## src/rtl/uart_tx_pkg.sv

```systemverilog
package uart_tx_pkg;
    typedef enum logic [2:0] {
        TX_IDLE,
        TX_START,
        TX_DATA,
        TX_PARITY,
        TX_STOP1,
        TX_STOP2
    } tx_state_e;

    typedef struct packed {
        logic word8;
        logic par_en;
        logic par_even;
        logic two_stop;
    } frame_fmt_t;

    // line control positions, decoded by the receiving half as well
    localparam int LC_BREAK    = 30;
    localparam int LC_PAR_EVEN = 28;
    localparam int LC_PAR_EN   = 27;
    localparam int LC_TWO_STOP = 26;
    localparam int LC_WORD8    = 24;
    localparam int LC_FLUSH    = 18;

    localparam int ST_DRAINED  = 7;
    localparam int ST_QUIET    = 6;
    localparam int LEVEL_LSB   = 16;
endpackage

```

## src/rtl/tx_queue.sv

```systemverilog
module tx_queue #(
    parameter int DEPTH = 16,
    parameter int W     = 8,
    localparam int AW   = (DEPTH > 1) ? $clog2(DEPTH) : 1,
    localparam int LW   = $clog2(DEPTH + 1)
) (
    input  logic          clk,
    input  logic          rst_n,
    input  logic          push,
    input  logic [W-1:0]  wdata,
    input  logic          pop,
    input  logic          flush,
    output logic [W-1:0]  rdata,
    output logic [LW-1:0] level
);
    logic [W-1:0]  mem [DEPTH];
    logic [AW-1:0] wr_ptr, rd_ptr;
    logic          push_ok, pop_ok;

    assign push_ok = push && (level < LW'(DEPTH));
    assign pop_ok  = pop && (level != '0);
    assign rdata   = mem[rd_ptr];

    function automatic logic [AW-1:0] bump(input logic [AW-1:0] p);
        return (p == AW'(DEPTH - 1)) ? '0 : p + 1'b1;
    endfunction

    always_ff @(posedge clk or negedge rst_n) begin
        if (!rst_n) begin
            wr_ptr <= '0;
            rd_ptr <= '0;
            level  <= '0;
        end else if (flush) begin
            wr_ptr <= '0;
            rd_ptr <= '0;
            level  <= '0;
        end else begin
            if (push_ok) wr_ptr <= bump(wr_ptr);
            if (pop_ok)  rd_ptr <= bump(rd_ptr);
            if (push_ok && !pop_ok)      level <= level + 1'b1;
            else if (pop_ok && !push_ok) level <= level - 1'b1;
        end
    end

    always_ff @(posedge clk) begin
        if (push_ok && !flush) mem[wr_ptr] <= wdata;
    end


    level_bound_chk: assert property (@(posedge clk) disable iff (!rst_n)
        level <= LW'(DEPTH));

    full_push_chk: assert property (@(posedge clk) disable iff (!rst_n)
        (push && level == LW'(DEPTH) && !pop && !flush) |=> (level == LW'(DEPTH)));

    flush_chk: assert property (@(posedge clk) disable iff (!rst_n)
        flush |=> (level == '0));
endmodule

```

## src/rtl/tx_bit_timer.sv

```systemverilog
module tx_bit_timer #(
    parameter int CW = 12
) (
    input  logic          clk,
    input  logic          rst_n,
    input  logic          run,
    input  logic [CW-1:0] limit,
    output logic          tick
);
    logic [CW-1:0] count;

    assign tick = run && (count == limit);

    always_ff @(posedge clk or negedge rst_n) begin
        if (!rst_n)              count <= '0;
        else if (!run || tick)   count <= '0;
        else                     count <= count + 1'b1;
    end
endmodule

```

## src/rtl/tx_framer.sv

```systemverilog
module tx_framer
    import uart_tx_pkg::*;
(
    input  logic       clk,
    input  logic       rst_n,
    input  logic       avail,
    input  logic [7:0] data,
    input  frame_fmt_t fmt,
    input  logic       tick,
    output logic       take,
    output logic       line,
    output logic       frame_done,
    output tx_state_e  state
);
    tx_state_e  nxt;
    frame_fmt_t fmt_q;
    logic [7:0] shreg;
    logic [2:0] bit_idx;
    logic       par_bit;
    logic       ones;

    // state register
    always_ff @(posedge clk or negedge rst_n) begin
        if (!rst_n) state <= TX_IDLE;
        else        state <= nxt;
    end

    // transitions
    always_comb begin
        nxt = state;
        unique case (state)
            TX_IDLE:   if (avail) nxt = TX_START;
            TX_START:  if (tick) nxt = TX_DATA;
            TX_DATA:   if (tick && bit_idx == (fmt_q.word8 ? 3'd7 : 3'd6))
                           nxt = fmt_q.par_en ? TX_PARITY : TX_STOP1;
            TX_PARITY: if (tick) nxt = TX_STOP1;
            TX_STOP1:  if (tick) nxt = fmt_q.two_stop ? TX_STOP2 : TX_IDLE;
            TX_STOP2:  if (tick) nxt = TX_IDLE;
            default:   nxt = TX_IDLE;
        endcase
    end

    // outputs
    always_comb begin
        take       = 1'b0;
        line       = 1'b1;
        frame_done = 1'b0;
        unique case (state)
            TX_IDLE:   take = avail;
            TX_START:  line = 1'b0;
            TX_DATA:   line = shreg[0];
            TX_PARITY: line = par_bit;
            TX_STOP1:  frame_done = tick && !fmt_q.two_stop;
            TX_STOP2:  frame_done = tick;
            default:   line = 1'b1;
        endcase
    end

    assign ones = fmt.word8 ? ^data : ^data[6:0];

    always_ff @(posedge clk or negedge rst_n) begin
        if (!rst_n) begin
            fmt_q   <= '0;
            shreg   <= '0;
            bit_idx <= '0;
            par_bit <= 1'b0;
        end else if (take) begin
            fmt_q   <= fmt;
            shreg   <= data;
            bit_idx <= '0;
            par_bit <= fmt.par_even ? ones : ~ones;
        end else if (state == TX_DATA && tick) begin
            shreg   <= shreg >> 1;
            bit_idx <= bit_idx + 1'b1;
        end
    end


    start_after_take_chk: assert property (@(posedge clk) disable iff (!rst_n)
        (state == TX_IDLE && avail) |=> (state == TX_START));

    hold_between_ticks_chk: assert property (@(posedge clk) disable iff (!rst_n)
        (state != TX_IDLE && !tick) |=> $stable(state));
endmodule

```

## src/rtl/uart_tx_path.sv

```systemverilog
module uart_tx_path
    import uart_tx_pkg::*;
#(
    parameter int DEPTH = 16,
    parameter int DIV_W = 8,
    localparam int LW   = $clog2(DEPTH + 1),
    localparam int CW   = DIV_W + 4
) (
    input  logic             clk,
    input  logic             rst_n,
    input  logic             fifo_wr,
    input  logic [7:0]       fifo_wdata,
    output logic [31:0]      fifo_rdata,
    input  logic [31:0]      lcr,
    input  logic [DIV_W-1:0] divisor,
    input  logic             iclr_wr,
    input  logic [31:0]      iclr_data,
    output logic [7:0]       int_status,
    output logic             txd
);
    logic [7:0]    q_data;
    logic [LW-1:0] q_level;
    logic          take, line, frame_done, tick;
    tx_state_e     fr_state;
    frame_fmt_t    fmt;
    logic          drained_evt, quiet_evt;
    logic [1:0]    flags;
    logic          side_unused;

    assign fmt = '{word8:    lcr[LC_WORD8],
                   par_en:   lcr[LC_PAR_EN],
                   par_even: lcr[LC_PAR_EVEN],
                   two_stop: lcr[LC_TWO_STOP]};

    assign side_unused = ^{lcr[31], lcr[29], lcr[25], lcr[23:19], lcr[17:0],
                           iclr_data[31:8], iclr_data[5:0]};

    tx_queue #(.DEPTH(DEPTH), .W(8)) u_queue (
        .clk   (clk),
        .rst_n (rst_n),
        .push  (fifo_wr),
        .wdata (fifo_wdata),
        .pop   (take),
        .flush (lcr[LC_FLUSH]),
        .rdata (q_data),
        .level (q_level)
    );

    tx_bit_timer #(.CW(CW)) u_timer (
        .clk   (clk),
        .rst_n (rst_n),
        .run   (fr_state != TX_IDLE),
        .limit ({divisor, 4'hF}),
        .tick  (tick)
    );

    tx_framer u_framer (
        .clk        (clk),
        .rst_n      (rst_n),
        .avail      (q_level != '0),
        .data       (q_data),
        .fmt        (fmt),
        .tick       (tick),
        .take       (take),
        .line       (line),
        .frame_done (frame_done),
        .state      (fr_state)
    );

    assign drained_evt = take && (q_level == LW'(1)) && !fifo_wr;
    assign quiet_evt   = frame_done && (q_level == '0) && !fifo_wr;

    always_ff @(posedge clk or negedge rst_n) begin
        if (!rst_n) begin
            flags <= '0;
            txd   <= 1'b1;
        end else begin
            flags <= (flags & ~({2{iclr_wr}} & iclr_data[ST_DRAINED:ST_QUIET]))
                   | {drained_evt, quiet_evt};
            txd   <= lcr[LC_BREAK] ? 1'b0 : line;
        end
    end

    always_comb begin
        int_status = '0;
        int_status[ST_DRAINED] = flags[1];
        int_status[ST_QUIET]   = flags[0];
        fifo_rdata = '0;
        fifo_rdata[LEVEL_LSB +: LW] = q_level;
    end


    break_low_chk: assert property (@(posedge clk) disable iff (!rst_n)
        lcr[LC_BREAK] |=> !txd);

    drained_set_chk: assert property (@(posedge clk) disable iff (!rst_n)
        (take && q_level == LW'(1) && !fifo_wr) |=> int_status[ST_DRAINED]);

    quiet_when_idle_chk: assert property (@(posedge clk) disable iff (!rst_n)
        $rose(int_status[ST_QUIET]) |-> (fr_state == TX_IDLE));
endmodule

```

## config.mk

```make
export PLATFORM = sky130hd
export DESIGN_NAME = uart_tx_path
export DESIGN_NICKNAME = d
export VERILOG_FILES = /design/src/rtl/uart_tx_pkg.sv /design/src/rtl/tx_queue.sv /design/src/rtl/tx_bit_timer.sv /design/src/rtl/tx_framer.sv /design/src/rtl/uart_tx_path.sv
export SDC_FILE = /design/constraint.sdc
export NUM_CORES = 1
export LEC_CHECK = 0
export ABC_AREA = 1
export BUFFER_PORTS_ARGS = -buffer_cell sky130_fd_sc_hd__buf_2
export CAP_MARGIN = 20
export CORE_ASPECT_RATIO = 1.4
export CORE_UTILIZATION = 35
export CTS_CLUSTER_SIZE = 28
export DETAILED_ROUTE_END_ITERATION = 8
export SLEW_MARGIN = 10
export SYNTH_ARGS = -nofsm -noshare
export SYNTH_HDL_FRONTEND = slang
export SYNTH_SLANG_ARGS = --single-unit
```

## constraint.sdc

```tcl
create_clock -name clk -period 4.7 [get_ports clk]
set_input_delay 0.235 -clock clk [delete_from_list [all_inputs] [get_ports clk]]
set_output_delay 0.235 -clock clk [all_outputs]
set_load 0.02 [all_outputs]
```

Word-level counts from Yosys, hierarchy flattened --
Memory sizes are Yosys's and may differ from the RTL's. Cells that the tools add are included. Widths: inputs -> output; s select.
Word-level totals: bits of input ports 84, word-level logic and storage cells 105, output and inout port bits 41, register bits after elaboration 46, memory bits (writable) 128, memories kept 1
Memory list:
- u_queue.mem | words 16, bits a word 8, read ports 1, clocked after Yosys merged registers in 0, write ports 1, RTL line tx_queue.sv:16 | logic [W-1:0] mem [DEPTH];
Cells by class: reductions and logical operators 31, bitwise operators 5, multiplexer cells 32, equality and inequality tests 16, $add $sub $neg 6, magnitude comparators 1
Operators by type and width (number):
- $mux 3 | 10
- $mux 4 | 6
- $pmux 3 s6 | 1
- $mux 8 | 2
- $mux 5 | 3
- $logic_and 1x1->1 | 13
- $add 12x1->12 const B | 1
- $eq 12x12->1 | 1
- $mux 12 | 1
- $ne 2x1->1 const B | 6
- $add 4x1->4 const B | 2
- $eq 4x4->1 const B | 2
- $reduce_xor 8->1 | 1
- $mux 1 | 7
- $reduce_xor 7->1 | 1
- $eq 3x2->1 const B | 2
- $eq 3x3->1 const B | 2
- $logic_not 1->1 | 6
- $reduce_and 6->1 | 1
- $reduce_bool 2->1 | 3
- $reduce_bool 3->1 | 2
- $add 5x1->5 const B | 1
- $eq 5x1->1 const B | 1
- $logic_not 5->1 | 1
- other kinds (14) | 15

Longest topological paths before layout --
word-level depth 7, mapped depth 19, gate-level depth less buffers 18

By module --
Synthesis repeated with hierarchy kept, for this count alone.
Unflattened totals: cell total of the unflattened synthesis 810, area total of the unflattened synthesis 8340.5 um2
Modules (own cells, without submodules):
- tx_queue | area an instance 5980.7 um2, sequential area each 4169.0 um2, instances 1, cells each 503
- tx_framer | area an instance 1159.9 um2, sequential area each 450.4 um2, instances 1, cells each 136
- tx_bit_timer | area an instance 792.0 um2, sequential area each 300.3 um2, instances 1, cells each 115
- uart_tx_path | area an instance 407.9 um2, sequential area each 76.3 um2, instances 1, cells each 56

Worst setup path after synthesis --
No wires, ideal clock.
path kind reg2reg, start point reg u_queue.level[4], end point mem u_queue.mem[12][0] (enable), arrival 1.560 ns, required time 4.317 ns, slack 2.757 ns, setup time 0.383 ns, cell stages (with the launch flop) 4, period minus slack after synthesis 1.943 ns, buffers on the path 0, path through dfrtp_1 nor2_1 nand2_1 nor3_1
On the way: longest elaborated chain between the ends 5
Ends and longest elaborated chain:
- start, declared | RTL line tx_queue.sv:14 | output logic [LW-1:0] level
- start signal, assigned | RTL line tx_queue.sv:40 | if (push_ok && !pop_ok) level <= level + 1'b1;
- start signal, assigned | RTL line tx_queue.sv:41 | else if (pop_ok && !push_ok) level <= level - 1'b1;
- $lt 5x5->1 | RTL line tx_queue.sv:20 | assign push_ok = push && (level < LW'(DEPTH));
- $logic_and 1x1->1 | RTL line tx_queue.sv:20
- $logic_and 1x1->1 | RTL line tx_queue.sv:46 | if (push_ok && !flush) mem[wr_ptr] <= wdata;
- $mux 1 | RTL line tx_queue.sv:46
- $mux 1 (implied by the code) | RTL line tx_queue.sv:46
- end, declared | RTL line tx_queue.sv:16
No other way between the ends.

Worst setup path in the final report --
start point reg u_queue.rd_ptr[0], end point reg u_framer.par_bit
On the way: longest elaborated chain between the ends 5, elaborated cells between the ends (all ways) 6, classes of those cells 2 x mux; 1 x bitwise; 2 x reduce/logical; 1 x memory
Ends and longest elaborated chain:
- start, declared | RTL line tx_queue.sv:17 | logic [AW-1:0] wr_ptr, rd_ptr;
- start signal, assigned | RTL line tx_queue.sv:39 | if (pop_ok) rd_ptr <= bump(rd_ptr);
- $mem_v2 16x8 (*)
- $reduce_xor 8->1 or $reduce_xor 7->1 (tied branches) | RTL line tx_framer.sv:59 | assign ones = fmt.word8 ? ^data : ^data[6:0];
- $mux 1 (*) | RTL line tx_framer.sv:59
- $not 1->1 | RTL line tx_framer.sv:71 | par_bit <= fmt.par_even ? ones : ~ones;
- $mux 1 (*) | RTL line tx_framer.sv:71
- end signal, assigned | RTL line tx_framer.sv:71
- end, declared | RTL line tx_framer.sv:19 | logic par_bit;
Mark *: on every way between the ends. The rest lies on a longest branch, timed or not. A chain may end at the register's enable or synchronous reset.

==> flow_summary.toml <==
[power]
power.leakage_nw = 4.03
peakVddDrop_v = 0.000233
p_per_area_mw_per_mm2 = 393

[timing]
hold_viol = 0
timing.slew.headroom_pct = 40.7
clock_skew_ns = 0.0121
finalCritPeriodShare_pct = 57.6
setup-tns-final_ns = 0
worst_pin_slew_ns = 0.886
rsz0062_at_grt = "no"
period_minus_slack_ns = 2.71
hold_ws_ns = 0.0187
slew_viol_final = 0
setup_viol = 0
fmax_mhz = 369

[placed_design]
dpl-instance-area_sq_mm = 0.00869
io_buffer_count = 35
gp_congestion = 0.797
dpl.hpwl_mm = 11.8
placed_cells = 1221

[grt]
grt_pass1_wl_mm = 28.9
antenna_found_initial = 0
grt_pass1_vias = 5730
grt_start_max_net_pins = 62
grt-ovfl-total = 0
track_usage_pct = 15.5

[floorplanning]
die_h_microns = 185
initial_core_util_pct = 35.9
io-pin-count = 125
fp.coreArea_sq_mm = 0.0235
die_w_microns = 133
dieArea_sq_mm = 0.0247
std_cell_rows = 66

[setup_path]
required_ns = 5.02
critPathMaxFanout = 61
worstSetupPathType = "reg2reg"
end_kind = "register"
worstPathArrival_ns = 3.02
crit_family = "simple AND/OR/NAND/NOR gates"
start_kind = "register"
cpMostUsedCell = "nand2_1"
path_cells = "inv_4, nand2_1, nand2_1, nand2_1, o21ai_1, nand2_1, nand2_1, nor2_2, nand2_1, nand2_1, nand3_1, nand2_1, nand3_1, nand3_1, nand2_1"
ff2ff_setup_slack_ns = 1.99
crit_slowest_cell = "dfrtp_2"
cp_num_buf_inv = 1
slowest_delay_ns = 0.78

[clock_tree]
post-cts-setup-buffers = 0
cts-root-buf = "clkbuf_16"
cts_sinks = 174
path_clk_slew_ns = 0.07
cts_hold_buf = 3
post_cts_resized = 0
htreeDepth = 4
worstSkewPairLatency_ns = 0.43
cts_buffer_depth = 2
cts_tree = "done"
cts_made_buffers = 17

[route]
ant_nets = 0
wl_per_cell_microns = 14.4
first_pass_iters = 5
vias_per_cell = 4.64
routed_wl_mm = 18.0
first_iter_violations = 379
vias = 5825
drc_errors = 0

[logic_synthesis]
syn-cell-area_sq_mm = 0.00841
netlist_instances = 903
yosys_warnings = 0
ys_seq_area_share_pct = 59.4
syn_avg_cell_area_sq_um = 9.32
ys_types = 38
ys_ff_latch = 174

[final_layout]
post_route_cells_drive_above_1_share_pct = 9.58
nets = 1031
area.sequential_sq_mm = 0.00500
design_area_sq_mm = 0.00934
finish.utilization_pct = 39.8
nFillCells = 2309
num_antenna_cells = 0
syn_to_final_growth_pct = 11.1
multiInputGateArea_sq_mm = 0.00266
instances_no_fill = 1256

[worst_hold_path]
min_path_type = "in2reg"

[run]
maxCapViolCount = 0

[run_status]
outcome = "finished clean"
==> report_power, final <==
group	internal (mW)	total (mW)	switching, mW
sequential	1.73	1.79	0.0634
combinational	0.128	0.398	0.270
clock	0.855	1.48	0.625
total	2.71	3.67	0.959
==> path summary, 6_finish.rpt <==
check                                     to  depth (start not counted)         startpoint
hold / removal             u_framer.fmt_q[0]                          3            lcr[26]
setup reg to reg            u_framer.par_bit                         15  u_queue.rd_ptr[0]
setup / recovery            u_framer.par_bit                         15  u_queue.rd_ptr[0]
min in group asynchronous   u_timer.count[4]                          3              rst_n
hold reg to reg             u_timer.count[0]                          1   u_timer.count[0]
max in group asynchronous  u_queue.rd_ptr[0]                          3              rst_n
==> routing by layer <==
metal | global-route usage [%] | up-vias | wire length (microns)
met2 | 29.4 | 112 | 9750
met4 | 4.60 | 0 | 164
met1 | 17.2 | 2758 | 7510
li1 | - | 2947 | -
met5 | 0 | - | 0
met3 | 3.07 | 8 | 618
==> worst register-to-register path, stage by stage (launching register included) <==
cell and delay (ns):
dfrtp_2 0.78, inv_4 0.42, nand2_1 0.23, nand2_1 0.07, nand2_1 0.06, o21ai_1 0.07
nand2_1 0.08, nand2_1 0.16, nor2_2 0.19, nand2_1 0.07, nand2_1 0.07, nand3_1 0.06
nand2_1 0.10, nand3_1 0.08, nand3_1 0.10, nand2_1 0.06
==> layout make-up <==
type / count / share of cell area (%)
clock buffers: 17 / 4.55
clock inverters: 15 / 2.14
inverters: 112 / 4.53
multi-input cells: 588 / 28.5
flip-flops and latches: 174 / 53.5
well taps: 306 / 4.10
repair buffers: 44 / 2.68
==> registers in the layout (all words and copies together), names as in the netlist <==
signal and cells:
u_framer.fmt_q 3, u_queue.mem 128, u_queue.wr_ptr 4, u_framer.shreg 8, flags 2, u_framer.state 3
u_framer.par_bit 1, u_framer.bit_idx 3, u_queue.level 5, u_queue.rd_ptr 4, txd 1, u_timer.count 12
==> kinds of logic (layout without fill, tap and decap cells) <==
group / after synthesis / after routing / share of synthesized area, %
AOI/OAI and AO/OA: 81 / 81 / 5.34
DFF: 174 / 174 / 59.4
other: 1 / 33 / 0.0446
adders and majority gates: 10 / 10 / 1.49
and+or+nand+nor: 454 / 454 / 22.3
buffers and inverters: 173 / 188 / 10.4
xor gates and xnor gates: 10 / 10 / 1.04
==> layout by cell type, fill, tap and decap left out, drive strengths merged <==
cell         instances
dfrtp               45
a211oi               1
a21oi               14
clkinv               5
nand2              246
nor4                 1
clkinvlp             2
edfxtp             128
o41ai                1
nand4                6
inv                117
buf                 41
o21a                 1
o21ai               50
dlygate4sd3          3
conb                33
nor2                97
xor2                 9
or2                  5
a31oi                2
xnor2                1
bufinv               3
o22ai                2
o211ai               9
nand3               85
ha                  10
nor3                12
nor3b                1
a211o                1
dfstp                1
and2                 1
clkbuf              17
==> metrics by stage <==
| step | worst slack, ns | total power, mW |
|---|---|---|
| global route | 1.77 | 3.83 |
| global placement | 2.03 | 2.21 |
| detailed placement | 2.01 | 2.22 |
| CTS | 1.99 | 3.70 |
| floorplan | 2.76 | 2.11 |
| finish | 1.99 | 3.67 |
==> cell usage after synthesis <==
cell type  count  area share (%)
a211o_1        1            0.10
a211oi_1       1           0.089
a21oi_1       13            0.77
a21oi_2        1            0.10
a31oi_1        2            0.15
and2_1         1           0.074
buf_1          1           0.045
buf_2          6            0.36
buf_4         41             3.7
buf_6          8             1.1
clkbuf_1       5            0.22
clkinv_1       2           0.089
conb_1         1           0.045
dfrtp_1       45              13
dfstp_2        1            0.31
edfxtp_1     128              46
ha_1          10             1.5
inv_1        105             4.7
inv_2          4            0.18
inv_4          1           0.074
nand2_1      244              11
nand2_2        2            0.15
nand3_1       85             5.1
nand4_1        6            0.45
nor2_1        93             4.1
nor2_2         4            0.30
nor3_1        12            0.71
nor3b_1        1           0.089
nor4_1         1           0.074
o211ai_1       9            0.80
o21a_1         1           0.089
o21ai_0       31             1.8
o21ai_1       19             1.1
o22ai_1        2            0.15
o41ai_1        1            0.10
or2_2          5            0.37
xnor2_1        1            0.10
xor2_1         9            0.94
No activity file was read; power rests on OpenSTA's default activity.
